## src/rtl/wdt_pkg.sv

```systemverilog
package wdt_pkg;

  // What the watchdog chain does this cycle, in priority order
  typedef enum logic [1:0] {
    WD_CLEAR = 2'd0,  // clear instruction: restart, both flags set
    WD_SLEEP = 2'd1,  // sleep entry: restart, power-down flag low
    WD_IDLE  = 2'd2,  // disabled: chain parked at zero
    WD_RUN   = 2'd3   // counting
  } wd_act_e;

  function automatic wd_act_e wd_decode(input logic clr, input logic slp,
                                        input logic en);
    if (clr)      return WD_CLEAR;
    else if (slp) return WD_SLEEP;
    else if (!en) return WD_IDLE;
    else          return WD_RUN;
  endfunction

endpackage

```

## src/rtl/wdt_prescaler.sv

```systemverilog
module wdt_prescaler #(
  parameter int SEL_W = 3
) (
  input  logic             clk,
  input  logic             rst,
  input  logic             run,
  input  logic [SEL_W-1:0] sel,
  output logic             tick
);
  localparam int PRE_W = (1 << SEL_W) - 1;

  logic [PRE_W-1:0] pre_q;
  logic [PRE_W-1:0] limit;

  // Terminal value is 2^sel - 1
  assign limit = ~({PRE_W{1'b1}} << sel);
  assign tick  = run && (pre_q == limit);

  always_ff @(posedge clk) begin
    if (rst || !run || tick) pre_q <= '0;
    else                     pre_q <= pre_q + 1'b1;
  end

endmodule

```

## src/rtl/wdt_counter.sv

```systemverilog
module wdt_counter #(
  parameter int CNT_W = 8
) (
  input  logic clk,
  input  logic rst,
  input  logic run,
  input  logic tick,
  output logic wrap
);
  localparam logic [CNT_W-1:0] CNT_MAX = {CNT_W{1'b1}};

  logic [CNT_W-1:0] cnt_q;

  assign wrap = tick && (cnt_q == CNT_MAX);

  always_ff @(posedge clk) begin
    if (rst || !run) cnt_q <= '0;
    else if (tick)   cnt_q <= cnt_q + 1'b1;  // rolls to zero on wrap
  end

endmodule

```

## src/rtl/wdt_status.sv

```systemverilog
module wdt_status
  import wdt_pkg::*;
(
  input  logic    clk,
  input  logic    rst,
  input  wd_act_e act,
  input  logic    wrap,
  output logic    req_q,
  output logic    to_q,
  output logic    pd_q
);

  always_ff @(posedge clk) begin
    if (rst) begin
      req_q <= 1'b0;
      to_q  <= 1'b1;
      pd_q  <= 1'b1;
    end else begin
      req_q <= 1'b0;
      unique case (act)
        WD_CLEAR: begin
          to_q <= 1'b1;
          pd_q <= 1'b1;
        end
        WD_SLEEP: begin
          to_q <= 1'b1;
          pd_q <= 1'b0;
        end
        WD_RUN: begin
          if (wrap) begin
            req_q <= 1'b1;
            to_q  <= 1'b0;
          end
        end
        default: ;
      endcase
    end
  end

endmodule

```

## src/rtl/wdog_timer.sv

```systemverilog
module wdog_timer
  import wdt_pkg::*;
#(
  parameter int CNT_W = 8,
  parameter int SEL_W = 3
) (
  input  logic             clk,
  input  logic             rst,
  input  logic             wdt_en,
  input  logic             clr_wdt,
  input  logic             sleep_enter,
  input  logic [SEL_W-1:0] presc_sel,
  output logic             wdt_reset_req,
  output logic             to_flag,
  output logic             pd_flag
);

  wd_act_e act;
  logic    run;
  logic    tick;
  logic    wrap;

  always_comb begin
    act = wd_decode(clr_wdt, sleep_enter, wdt_en);
    run = (act == WD_RUN);
  end

  wdt_prescaler #(.SEL_W(SEL_W)) i_pre (
    .clk  (clk),
    .rst  (rst),
    .run  (run),
    .sel  (presc_sel),
    .tick (tick)
  );

  wdt_counter #(.CNT_W(CNT_W)) i_cnt (
    .clk  (clk),
    .rst  (rst),
    .run  (run),
    .tick (tick),
    .wrap (wrap)
  );

  wdt_status i_stat (
    .clk   (clk),
    .rst   (rst),
    .act   (act),
    .wrap  (wrap),
    .req_q (wdt_reset_req),
    .to_q  (to_flag),
    .pd_q  (pd_flag)
  );

endmodule

```

## config.mk

```make
export PLATFORM = sky130hd
export DESIGN_NAME = wdog_timer
export DESIGN_NICKNAME = d
export VERILOG_FILES = /design/src/rtl/wdt_pkg.sv /design/src/rtl/wdt_prescaler.sv /design/src/rtl/wdt_counter.sv /design/src/rtl/wdt_status.sv /design/src/rtl/wdog_timer.sv
export SDC_FILE = /design/constraint.sdc
export NUM_CORES = 1
export LEC_CHECK = 0
export ABC_AREA = 1
export BUFFER_PORTS_ARGS = -buffer_cell sky130_fd_sc_hd__buf_2
export CORE_UTILIZATION = 62
export CTS_CLUSTER_DIAMETER = 150
export DETAILED_ROUTE_END_ITERATION = 6
export PLACE_DENSITY_LB_ADDON = 0.2
export SETUP_SLACK_MARGIN = 0.1
export SYNTH_ARGS = -nofsm -noshare
export SYNTH_HDL_FRONTEND = slang
export SYNTH_SLANG_ARGS = --single-unit
```

## constraint.sdc

```tcl
create_clock -name clk -period 2.35 [get_ports clk]
set_input_delay 0.3525 -clock clk [delete_from_list [all_inputs] [get_ports clk]]
set_output_delay 0.3525 -clock clk [all_outputs]
set_load 0.02 [all_outputs]
```

==> results.yml <==
synth:
  synth_edf_count: 0
  syn-instance-count: 190
  ys_seq_area_share_pct: 30.2
  syn_nets: 200
  yosys_warnings: 0
  synth.distinct_cells: 22
  avgSynthCellArea_um2: 6.29
  async_flop_share_pct: 0
  syn_area_mm2: 0.00119
  ys_ff_latch: 18
  synthFlopType: "dfxtp_1"
floorplanning:
  die_w_um: 45.9
  coreArea_mm2: 0.00176
  start_util_pct: 67.7
  dieArea_mm2: 0.00211
  rows: 15
  die_h_um: 45.9
  boundaryPins: 11
sta:
  fin_skew_ns: 0.00382
  slew_viol_final: 0
  finalSetupViolations: 0
  hold_violations: 0
  worst_pin_slew_ns: 0.500
  maxSlewHeadroom_pct: 66.6
  post-route-min-period_ns: 1.45
  fin_setup_tns_ns: 0
  rsz0062_at_grt: "no"
  max_freq_mhz: 689
  fin_crit_sh_pct: 61.8
worst_setup_path:
  endpoint: "i_cnt.cnt_q[2]"
  cp_max_fo: 8
  endpoint_kind: "flop"
  required_ns: 2.56
  r2r_start: "i_pre.pre_q[3]"
  rr_worst_depth: 11
  crit_type: "reg -> reg"
  rr_endpoint: "i_cnt.cnt_q[2]"
  crit_arrival_ns: 1.66
  crit_start: "i_pre.pre_q[3]"
  rrSetupSlack_ns: 0.90
  start_kind: "flop"
layout:
  instances_no_fill: 228
  nNetsFinal: 214
  drive_above_1_share_pct: 15.8
  final_common_cell: "nand2_1"
  final_cell_mix: "61 x nand2_1, 26 x inv_1, 23 x nor2_1"
  antennaDiodeCount: 0
  syn2layout_area_growth_pct: 8.90
clock_tree:
  worstSkewPairLatency_ns: 0.30
  post_cts_resize_count: 0
  clockBufferDepth: 2
  cts_buffers: 3
  cts_tree: "built"
  cts_root_buf: "clkbuf_4"
  clk_pin_slew_ns: 0.11
  hold_buffers: 0
  postCtsSetupRepairBufs: 0
  cts.sinks: 18
  cts_max_level: 1
detailed_routing:
  wl_per_cell_um: 11.3
  drt_iter0_drc: 55
  drc_errors: 0
  detail_route.first_pass.iterations: 7
  wirelength_um: 2570
  viasPerCell: 5.40
  antenna_left: 0
  vias: 1231
job:
  cap_violations: 0
grt:
  grt_pass1_wl_um: 4240
  first_global_vias: 1068
  grt_max_degree: 11
  antenna_found_initial: 0
  grt_use_total_pct: 28.0
  overflow: 0
power_and_ir_drop:
  ir_drop_mv: 0.340
  p_per_area_mw_per_mm2: 439
  leakagePower_nw: 0.589
placed_design:
  finalWeightedCongestion: 0.876
  port_buffers: 10
  dp_hpwl_um: 1940
  dp_cells: 224
min_path:
  min_path_type: "in -> reg"
run_status:
  outcome: "finished, final reports clean"
## kinds of logic after synthesis
kind of cell / count (synthesis) / share of synthesized area, %
flip-flops: 18 / 30.2
AND/OR/NAND/NOR: 125 / 48.6
XOR/XNOR: 4 / 2.93
AO/OA/AOI/OAI: 12 / 6.49
buffers and inverters: 29 / 9.74
adder cells (fa/ha/maj): 2 / 2.09
## worst min path at each step
stage,start,to,slack (ns),depth (start not counted)
6_report,rst,i_stat.pd_q,0.25,2
5_1_grt,clr_wdt,i_stat.pd_q,0.24,2
4_1_cts,rst,i_stat.pd_q,0.25,2
3_5_place_dp,i_stat.to_q,i_stat.to_q,0.45,2
3_3_place_gp,i_stat.pd_q,i_stat.pd_q,0.44,1
2_1_floorplan,i_pre.pre_q[0],i_pre.pre_q[0],0.44,1
## cell usage after synthesis (2+ instances only)
master   number  share of area [%]
nand2_1      61                 19
inv_1        26                8.2
nor2_1       23                7.2
dfxtp_1      18                 30
nand3_1      12                5.0
nand4_1      10                5.2
a21oi_1       8                3.4
nand2_2       5                2.6
nor2_2        5                2.6
nand3_2       4                3.4
xor2_1        4                2.9
ha_1          2                2.1
nor3_1        2               0.84
o21ai_0       2               0.84
## stage by stage
stage | hold WS (ns) | cell area (µm²) | power (W) | util [%] | setup WS (ns)
after floorplan | 0.441 | 1190 | 0.000362 | - | 0.972
final | 0.247 | 1300 | 0.000571 | 73.8 | 0.899
after detailed placement | 0.447 | 1260 | 0.000378 | 71.7 | 0.741
after global placement | 0.445 | 1260 | 0.000376 | 71.7 | 0.765
after global routing | 0.244 | 1300 | 0.000590 | 73.8 | 0.732
after CTS | 0.255 | 1300 | 0.000569 | 73.8 | 0.903
## routing by layer
metal,GRT usage [%],vias up,wire (µm)
met4,10.6,0,41
li1,-,631,-
met1,38.1,543,1180
met2,43.7,50,1140
met3,4.76,7,205
met5,0,-,0
## final cells by class
cell class	count	area [µm²]
fill	155	463
clock buffer	4	36.3
tap	25	31.3
sequential	18	360
timing repair buffer	10	50.0
multi-input combinational	143	718
inverter	28	105
## state kept, by name, summed over array words and instances, names as in the netlist
register and cells:
i_stat.req_q 1, i_stat.to_q 1, i_pre.pre_q 7, i_cnt.cnt_q 8
i_stat.pd_q 1
## worst max-delay path, cell delays in order, from the launching register on
cell	delay (ns)
dfxtp_1	0.40
inv_1	0.09
nand2_1	0.08
nand2_1	0.05
nor2_1	0.16
nand2_1	0.09
nor2_2	0.11
nand3_2	0.11
nand2_4	0.12
nand2_1	0.06
nand2_1	0.05
inv_1	0.03
## where the power goes
group | switching, W | internal [W] | leakage [nW]
logic | 0.0000446 | 0.0000207 | 0.423
registers | 0.00000115 | 0.000306 | 0.145
clock network | 0.000104 | 0.0000945 | 0.0210
total | 0.000149 | 0.000422 | 0.589
Note: power is estimated with default switching activity, not from simulation.
